<file path="config.mk">
export PLATFORM = sky130hd
export DESIGN_NAME = fir_shift_add
export DESIGN_NICKNAME = d
export VERILOG_FILES = /design/src/rtl/fir_sa_pkg.sv /design/src/rtl/fir_sa_delay.sv /design/src/rtl/fir_sa_network.sv /design/src/rtl/fir_sa_saturate.sv /design/src/rtl/fir_shift_add.sv
export SDC_FILE = /design/constraint.sdc
export NUM_CORES = 1
export LEC_CHECK = 0
export CAP_MARGIN = 5
export CORE_MARGIN = 4
export CORE_UTILIZATION = 57
export DETAILED_ROUTE_END_ITERATION = 6
export HOLD_SLACK_MARGIN = 0.08
export PLACE_DENSITY = 0.75
export SYNTH_ARGS = -nofsm -noshare
export SYNTH_HDL_FRONTEND = slang
export SYNTH_SLANG_ARGS = --single-unit
</file>
<file path="constraint.sdc">
create_clock -name clk -period 17.5 [get_ports clk]
set_input_delay 3.5 -clock clk [delete_from_list [all_inputs] [get_ports clk]]
set_output_delay 3.5 -clock clk [all_outputs]
set_load 0.01 [all_outputs]
</file>
<file path="src/rtl/fir_sa_pkg.sv">
package fir_sa_pkg;

   localparam int NUM_TAPS       = 4;
   localparam int SHIFT_W        = 3;
   localparam int N_TERMS_SHARED = 13;
   localparam int N_TERMS_FLAT   = 17;

   // Integer tap weights in units of 2^-WEIGHT_FRAC (used as the arithmetic reference).
   localparam int WEIGHT_FRAC = 7;
   localparam int WEIGHT_0    = 59;
   localparam int WEIGHT_1    = 46;
   localparam int WEIGHT_2    = -77;
   localparam int WEIGHT_3    = 38;

   typedef enum logic [2:0] {
      SRC_CUR  = 3'd0,
      SRC_D1   = 3'd1,
      SRC_D2   = 3'd2,
      SRC_D3   = 3'd3,
      SRC_PAIR = 3'd4
   } term_src_e;

   typedef struct packed {
      term_src_e          src;
      logic [SHIFT_W-1:0] shamt;
      logic               neg;
   } term_t;

   function automatic term_t mk_term(input term_src_e s, input int sh, input bit n);
      term_t t;
      t.src   = s;
      t.shamt = SHIFT_W'(sh);
      t.neg   = n;
      return t;
   endfunction

   // Terms with the current and second-delayed taps merged into one shared pair sum.
   function automatic term_t shared_term(input int idx);
      case (idx)
         0:       return mk_term(SRC_PAIR, 2, 1'b0);
         1:       return mk_term(SRC_PAIR, 3, 1'b0);
         2:       return mk_term(SRC_PAIR, 6, 1'b0);
         3:       return mk_term(SRC_PAIR, 7, 1'b0);
         4:       return mk_term(SRC_CUR,  4, 1'b0);
         5:       return mk_term(SRC_D2,   0, 1'b1);
         6:       return mk_term(SRC_D1,   2, 1'b0);
         7:       return mk_term(SRC_D1,   4, 1'b0);
         8:       return mk_term(SRC_D1,   5, 1'b0);
         9:       return mk_term(SRC_D1,   6, 1'b0);
         10:      return mk_term(SRC_D3,   2, 1'b0);
         11:      return mk_term(SRC_D3,   5, 1'b0);
         default: return mk_term(SRC_D3,   6, 1'b0);
      endcase
   endfunction

   // Terms with every coefficient expanded on its own tap.
   function automatic term_t flat_term(input int idx);
      case (idx)
         0:       return mk_term(SRC_CUR, 2, 1'b0);
         1:       return mk_term(SRC_CUR, 3, 1'b0);
         2:       return mk_term(SRC_CUR, 4, 1'b0);
         3:       return mk_term(SRC_CUR, 6, 1'b0);
         4:       return mk_term(SRC_CUR, 7, 1'b0);
         5:       return mk_term(SRC_D1,  2, 1'b0);
         6:       return mk_term(SRC_D1,  4, 1'b0);
         7:       return mk_term(SRC_D1,  5, 1'b0);
         8:       return mk_term(SRC_D1,  6, 1'b0);
         9:       return mk_term(SRC_D2,  0, 1'b1);
         10:      return mk_term(SRC_D2,  2, 1'b0);
         11:      return mk_term(SRC_D2,  3, 1'b0);
         12:      return mk_term(SRC_D2,  6, 1'b0);
         13:      return mk_term(SRC_D2,  7, 1'b0);
         14:      return mk_term(SRC_D3,  2, 1'b0);
         15:      return mk_term(SRC_D3,  5, 1'b0);
         default: return mk_term(SRC_D3,  6, 1'b0);
      endcase
   endfunction

endpackage

</file>
<file path="src/rtl/fir_sa_delay.sv">
module fir_sa_delay #(
   parameter int W     = 16,
   parameter int DEPTH = 3
) (
   input  logic                      clk,
   input  logic                      rst,
   input  logic                      shift_i,
   input  logic [W-1:0]              sample_i,
   output logic [DEPTH-1:0][W-1:0]   taps_o
);

   if (DEPTH < 1) begin : g_bad_depth
      $error("fir_sa_delay: DEPTH must be at least 1");
   end

   always_ff @(posedge clk) begin
      if (rst) begin
         taps_o <= '0;
      end else if (shift_i) begin
         taps_o[0] <= sample_i;
         for (int s = 1; s < DEPTH; s++) begin
            taps_o[s] <= taps_o[s-1];
         end
      end
   end

   // history is frozen on cycles without a strobe
   a_r2_hold_idle: assert property (@(posedge clk) disable iff (rst)
      !shift_i |=> $stable(taps_o));

   // newest history slot captures the accepted sample
   a_r2_capture: assert property (@(posedge clk) disable iff (rst)
      shift_i |=> taps_o[0] == $past(sample_i));

endmodule

</file>
<file path="src/rtl/fir_sa_network.sv">
module fir_sa_network
   import fir_sa_pkg::*;
#(
   parameter int IN_W      = 16,
   parameter int FRAC_G    = 7,
   parameter int INT_G     = 3,
   parameter bit SHARE_SUM = 1'b1,
   localparam int ACC_W    = IN_W + FRAC_G + INT_G
) (
   input  logic [NUM_TAPS-1:0][IN_W-1:0] samples_i,
   output logic signed [ACC_W-1:0]       acc_o
);

   // Each tap placed on the common grid: integer guard, sample, fractional guard.
   logic signed [ACC_W-1:0] ext [NUM_TAPS];

   for (genvar k = 0; k < NUM_TAPS; k++) begin : g_align
      assign ext[k] = {{INT_G{samples_i[k][IN_W-1]}}, samples_i[k], {FRAC_G{1'b0}}};
   end

   if (SHARE_SUM) begin : g_shared
      logic signed [ACC_W-1:0] pair_sum;
      logic signed [ACC_W-1:0] part [N_TERMS_SHARED+1];

      assign pair_sum = ext[0] + ext[2];
      assign part[0]  = '0;

      for (genvar i = 0; i < N_TERMS_SHARED; i++) begin : g_term
         localparam term_t T = shared_term(i);
         logic signed [ACC_W-1:0] opnd;

         if (T.src == SRC_PAIR) begin : g_pair
            assign opnd = pair_sum >>> T.shamt;
         end else begin : g_tap
            assign opnd = ext[int'(T.src)] >>> T.shamt;
         end

         if (T.neg) begin : g_sub
            // subtract: inverted operand plus a carry of one at the LSB
            assign part[i+1] = part[i] + ~opnd + ACC_W'(1);
         end else begin : g_add
            assign part[i+1] = part[i] + opnd;
         end
      end

      assign acc_o = part[N_TERMS_SHARED];
   end else begin : g_flat
      logic signed [ACC_W-1:0] part [N_TERMS_FLAT+1];

      assign part[0] = '0;

      for (genvar i = 0; i < N_TERMS_FLAT; i++) begin : g_term
         localparam term_t T = flat_term(i);
         logic signed [ACC_W-1:0] opnd;

         assign opnd = ext[int'(T.src)] >>> T.shamt;

         if (T.neg) begin : g_sub
            assign part[i+1] = part[i] + ~opnd + ACC_W'(1);
         end else begin : g_add
            assign part[i+1] = part[i] + opnd;
         end
      end

      assign acc_o = part[N_TERMS_FLAT];
   end

endmodule

</file>
<file path="src/rtl/fir_sa_saturate.sv">
module fir_sa_saturate #(
   parameter int IN_W     = 16,
   parameter int FRAC_G   = 7,
   parameter int INT_G    = 3,
   localparam int ACC_W   = IN_W + FRAC_G + INT_G,
   localparam int TRUNC_W = IN_W + INT_G
) (
   input  logic signed [ACC_W-1:0] acc_i,
   output logic [IN_W-1:0]         sample_o
);

   localparam logic [IN_W-1:0] POS_RAIL = {1'b0, {(IN_W-1){1'b1}}};
   localparam logic [IN_W-1:0] NEG_RAIL = {1'b1, {(IN_W-1){1'b0}}};

   logic [TRUNC_W-1:0] trunc;
   logic [INT_G:0]     head;
   logic               in_range;
   logic               unused_frac_bits;

   // Dropping the fractional guard bits of a two's complement value floors it.
   assign trunc            = acc_i[ACC_W-1:FRAC_G];
   assign unused_frac_bits = ^acc_i[FRAC_G-1:0];
   assign head             = trunc[TRUNC_W-1:IN_W-1];
   assign in_range         = (&head) | ~(|head);

   always_comb begin
      if (in_range) begin
         sample_o = trunc[IN_W-1:0];
      end else if (trunc[TRUNC_W-1]) begin
         sample_o = NEG_RAIL;
      end else begin
         sample_o = POS_RAIL;
      end
   end

endmodule

</file>
<file path="src/rtl/fir_shift_add.sv">
module fir_shift_add
   import fir_sa_pkg::*;
#(
   parameter int IN_W      = 16,
   parameter int FRAC_G    = 7,
   parameter int INT_G     = 3,
   parameter bit SHARE_SUM = 1'b1
) (
   input  logic            clk,
   input  logic            rst,
   input  logic            in_valid,
   input  logic [IN_W-1:0] in_sample,
   output logic            out_valid,
   output logic [IN_W-1:0] out_sample
);

   localparam int ACC_W  = IN_W + FRAC_G + INT_G;
   localparam int HIST_N = NUM_TAPS - 1;
   localparam logic signed [ACC_W-1:0] SAT_HI = ACC_W'(1) << (IN_W - 1 + FRAC_G);
   localparam logic signed [ACC_W-1:0] SAT_LO = -SAT_HI;

   if (IN_W < 2) begin : g_bad_in_w
      $error("fir_shift_add: IN_W must be at least 2");
   end
   if (FRAC_G < WEIGHT_FRAC) begin : g_bad_frac
      $error("fir_shift_add: FRAC_G must cover the deepest coefficient shift");
   end
   if (INT_G < 1) begin : g_bad_int
      $error("fir_shift_add: INT_G must hold a coefficient sum of magnitude below 2");
   end
   if (ACC_W > 64) begin : g_bad_acc
      $error("fir_shift_add: accumulator wider than 64 bits");
   end

   logic [HIST_N-1:0][IN_W-1:0]   hist;
   logic [NUM_TAPS-1:0][IN_W-1:0] samples;
   logic signed [ACC_W-1:0]       acc;
   logic [IN_W-1:0]               sat_sample;

   fir_sa_delay #(
      .W     (IN_W),
      .DEPTH (HIST_N)
   ) u_delay (
      .clk      (clk),
      .rst      (rst),
      .shift_i  (in_valid),
      .sample_i (in_sample),
      .taps_o   (hist)
   );

   assign samples[0] = in_sample;
   for (genvar k = 1; k < NUM_TAPS; k++) begin : g_tap_map
      assign samples[k] = hist[k-1];
   end

   fir_sa_network #(
      .IN_W      (IN_W),
      .FRAC_G    (FRAC_G),
      .INT_G     (INT_G),
      .SHARE_SUM (SHARE_SUM)
   ) u_network (
      .samples_i (samples),
      .acc_o     (acc)
   );

   fir_sa_saturate #(
      .IN_W   (IN_W),
      .FRAC_G (FRAC_G),
      .INT_G  (INT_G)
   ) u_saturate (
      .acc_i    (acc),
      .sample_o (sat_sample)
   );

   always_ff @(posedge clk) begin
      if (rst) begin
         out_valid  <= 1'b0;
         out_sample <= '0;
      end else begin
         out_valid <= in_valid;
         if (in_valid) begin
            out_sample <= sat_sample;
         end
      end
   end

   // Multiplying reference of the inner product, for the checks only.
   logic signed [ACC_W-1:0] ref_acc;
   always_comb begin
      ref_acc = ACC_W'(longint'($signed(samples[0])) * WEIGHT_0
                     + longint'($signed(samples[1])) * WEIGHT_1
                     + longint'($signed(samples[2])) * WEIGHT_2
                     + longint'($signed(samples[3])) * WEIGHT_3) <<< (FRAC_G - WEIGHT_FRAC);
   end

   // shift-add network equals the exact weighted sum (no internal overflow)
   a_r3_no_overflow: assert property (@(posedge clk) disable iff (rst)
      in_valid |-> acc == ref_acc);

   // strobe delayed by one clock
   a_r5_valid_follow: assert property (@(posedge clk) disable iff (rst)
      in_valid |=> out_valid);
   a_r5_valid_drop: assert property (@(posedge clk) disable iff (rst)
      !in_valid |=> !out_valid);
   a_r5_hold_out: assert property (@(posedge clk) disable iff (rst)
      !in_valid |=> $stable(out_sample));

   // out-of-range results clamp to the matching rail
   a_r6_sat_high: assert property (@(posedge clk) disable iff (rst)
      (in_valid && acc >= SAT_HI) |=> out_sample == {1'b0, {(IN_W-1){1'b1}}});
   a_r7_sat_low: assert property (@(posedge clk) disable iff (rst)
      (in_valid && acc < SAT_LO) |=> out_sample == {1'b1, {(IN_W-1){1'b0}}});

endmodule

</file>
==> impl_metrics.csv <==
group,metric,value,unit
timing,tns,0,ns
synthesis,synth_edf_count,0,
synthesis,yosysSeqAreaShare,14.1,%
floorplan,num_rows,46,
global_route,antenna_found_initial,0,
timing,grt_setup_unrepaired,"no",
critical_path,reg2reg_depth,41,
layout,fin_util,63.5,%
floorplan,io_pins,36,
critical_path,r2r-start,"u_delay.taps_o[16]$_SDFFE_PP0P_",
cts,h-tree-depth,3,
critical_path,worst-endpoint-required,17.71,ns
timing,hold_ws,0.517,ns
cts,ctsHoldBuffers,0,
floorplan,dieArea,18300,um2
place,place_congestion,0.910,
synthesis,netlist_instances,950,
layout,fin_cells,1202,
timing,final.min_clock_period,13.42,ns
timing,worstMarginPinSlew,1.01,ns
timing,fin_skew,0.0105,ns
global_route,grt_pass1_vias,6506,
floorplan,core_area,15900,um2
cts,cts_buffers,9,
timing,fin_crit_sh,76.7,%
synthesis,avgSynthCellArea,9.72,um2
synthesis,async_flop_share,0,%
cts,clk_pin_slew_worst_paths,0.06,ns
route,drtIter0Drc,332,
layout,drive_above_1_share,4.77,%
layout,syn2layout_area_growth,9.14,%
synthesis,synthDistinctLibCells,60,
critical_path,cp_slowest_cell,"fa_1",
cts,cts_tree,"built",
critical_path,cp_max_fo,15,
floorplan,die_y,135,um
cts,cts_sinks,65,
route,drc,0,
critical_path,max_stage_delay,0.57,ns
route,first_pass_iters,5,
cts,post_cts_resize_count,0,
critical_path,criticalPathCategory,"in -> reg",
place,hpwl,16100,um
timing,fmax,0.0745,GHz
critical_path,regToRegSetupSlack,7.38,ns
synthesis,yosys_warnings,0,
global_route,grt_max_degree,53,
global_route,grt_pass1_wl,32300,um
timing,setup_violations,0,
place,io_buffers,35,
route,ant_nets,0,
cts,insertion_delay,0.35,ns
critical_path,crit_top_cell,"inv_1",
floorplan,die_w,135,um
min_path,worstHoldPathCells,2,
timing,hold_viol_final,0,
route,drt-wirelength-per-cell,15.8,um
min_path,hold_path.class,"reg -> reg",
layout,nFillCells,1363,
layout,antennaDiodeCount,0,
cts,cts-root-buf,"clkbuf_16",
global_route,grt_util_all_layers,22.2,%
run,maxCapViolCount,0,
critical_path,critPathLaunch,"in_sample[0]",
synthesis,synthFlopType,"dfxtp_1",
cts,postCtsSetupBuffers,0,
synthesis,synth_area,9240,um2
timing,timing.slew.headroom,32.7,%
floorplan,start_util,58.1,%
outcome,status,"finished clean",
critical_path,r2r-end,"out_sample[4]$_SDFFE_PP0P_",
critical_path,cp-start-kind,"primary input",
place,dp.cells,1186,
critical_path,cp-end-kind,"register",
timing,drv_slew,0,
synthesis,synth-seq-cells,65,
critical_path,arrival,13.63,ns
route,finalWirelength,19000,um
critical_path,critPathCapture,"out_sample[4]$_SDFFE_PP0P_",
route,vias,6370,
route,via_per_inst,5.30,
synthesis,synth.net_count,1223,
global_route,grt-ovfl-total,0,
cts,cts_buffer_depth,2,
layout,fin_nets,1254,
sequential cells by signal, indices dropped and copies added (netlist names):
name	count
out_sample	16
out_valid	1
u_delay.taps_o	48
worst max-delay path, delay by kind of cell:
family          cells  cell delay [ns]
compound gates     16             3.43
xor+xnor            2             0.60
fa+ha+maj          11             4.51
buf+inv            10             1.18
simple gates        3             0.42
metal layers:
layer | track usage [%] | share of wire, % | up-vias
li1 | - | - | 3075
met1 | 29.0 | 43 | 3147
met3 | 3.01 | 2.8 | 33
met2 | 38.7 | 52 | 115
met4 | 6.77 | 2.3 | 0
met5 | 0 | 0 | -
cell usage in the layout (no fill, tap or decap), types with 12 or more instances in the layout:
master / n
nor2_1: 70
inv_1: 232
dfxtp_1: 65
xor2_1: 23
mux2i_1: 50
nand2_1: 21
a21oi_1: 44
fa_1: 157
nor3_1: 12
xnor2_1: 33
clkdlybuf4s50_1: 33
ha_1: 97
a21o_1: 25
per-stage QoR:
stage	worst slack [ns]	area [um2]
after floorplan	5.27	9240
after global placement	4.04	9780
after detailed placement	3.80	9780
after CTS	4.10	10100
after global routing	3.34	10100
final	4.08	10100
worst min path at each step:
stage	slack, ns	end	start
after global placement	0.50	out_sample[5]$_SDFFE_PP0P_	out_sample[5]$_SDFFE_PP0P_
after floorplan	0.51	u_delay.taps_o[29]$_SDFFE_PP0P_	u_delay.taps_o[29]$_SDFFE_PP0P_
final	0.52	out_sample[10]$_SDFFE_PP0P_	out_sample[10]$_SDFFE_PP0P_
after global routing	0.55	out_sample[8]$_SDFFE_PP0P_	out_sample[8]$_SDFFE_PP0P_
after CTS	0.52	out_sample[5]$_SDFFE_PP0P_	out_sample[5]$_SDFFE_PP0P_
after detailed placement	0.50	out_sample[5]$_SDFFE_PP0P_	out_sample[5]$_SDFFE_PP0P_
layout make-up:
cell class / count / area (um2) / area share [%]
Tap cell: 216 / 270 / 2.68
Timing Repair Buffer: 37 / 355 / 3.52
Multi-Input combinational cell: 636 / 6980 / 69.2
Inverter: 232 / 871 / 8.64
Clock inverter: 7 / 77.6 / 0.770
Sequential cell: 65 / 1300 / 12.9
Clock buffer: 9 / 225 / 2.23
cell usage after synthesis (2+ instances only):
cell,instances,share of area (%)
a211o_1,3,0.28
a211oi_1,2,0.16
a21o_1,25,2.0
a21oi_1,44,2.4
a21oi_2,11,1.0
a31o_2,3,0.28
a31oi_1,3,0.20
a41o_1,3,0.33
a41oi_1,2,0.19
and3_1,6,0.41
buf_1,4,0.16
clkbuf_1,10,0.41
dfxtp_1,65,14
fa_1,157,34
ha_1,97,13
inv_1,232,9.4
mux2i_1,50,5.4
nand2_1,21,0.85
nand2b_1,2,0.14
nand3_1,11,0.60
nor2_1,70,2.8
nor2b_1,7,0.47
nor3_1,12,0.65
o211ai_1,2,0.16
o21a_1,2,0.16
o21ai_0,9,0.49
o21bai_1,3,0.24
o31ai_1,2,0.16
o41ai_1,2,0.19
or2_2,3,0.20
or3_1,4,0.27
xnor2_1,33,3.1
xor2_1,23,2.2
logic make-up after synthesis:
| group | share of synthesized area [%] |
|---|---|
| adders and majority gates | 47.2 |
| and+or+nand+nor | 7.10 |
| muxes | 5.42 |
| xor gates and xnor gates | 5.31 |
| AOI/OAI and AO/OA | 10.6 |
| DFF | 14.1 |
| buffers and inverters | 10.3 |
Power is left out: the tool's default activity adds up to more than one toggle a clock period on the data nets, which glitch-free logic cannot reach.
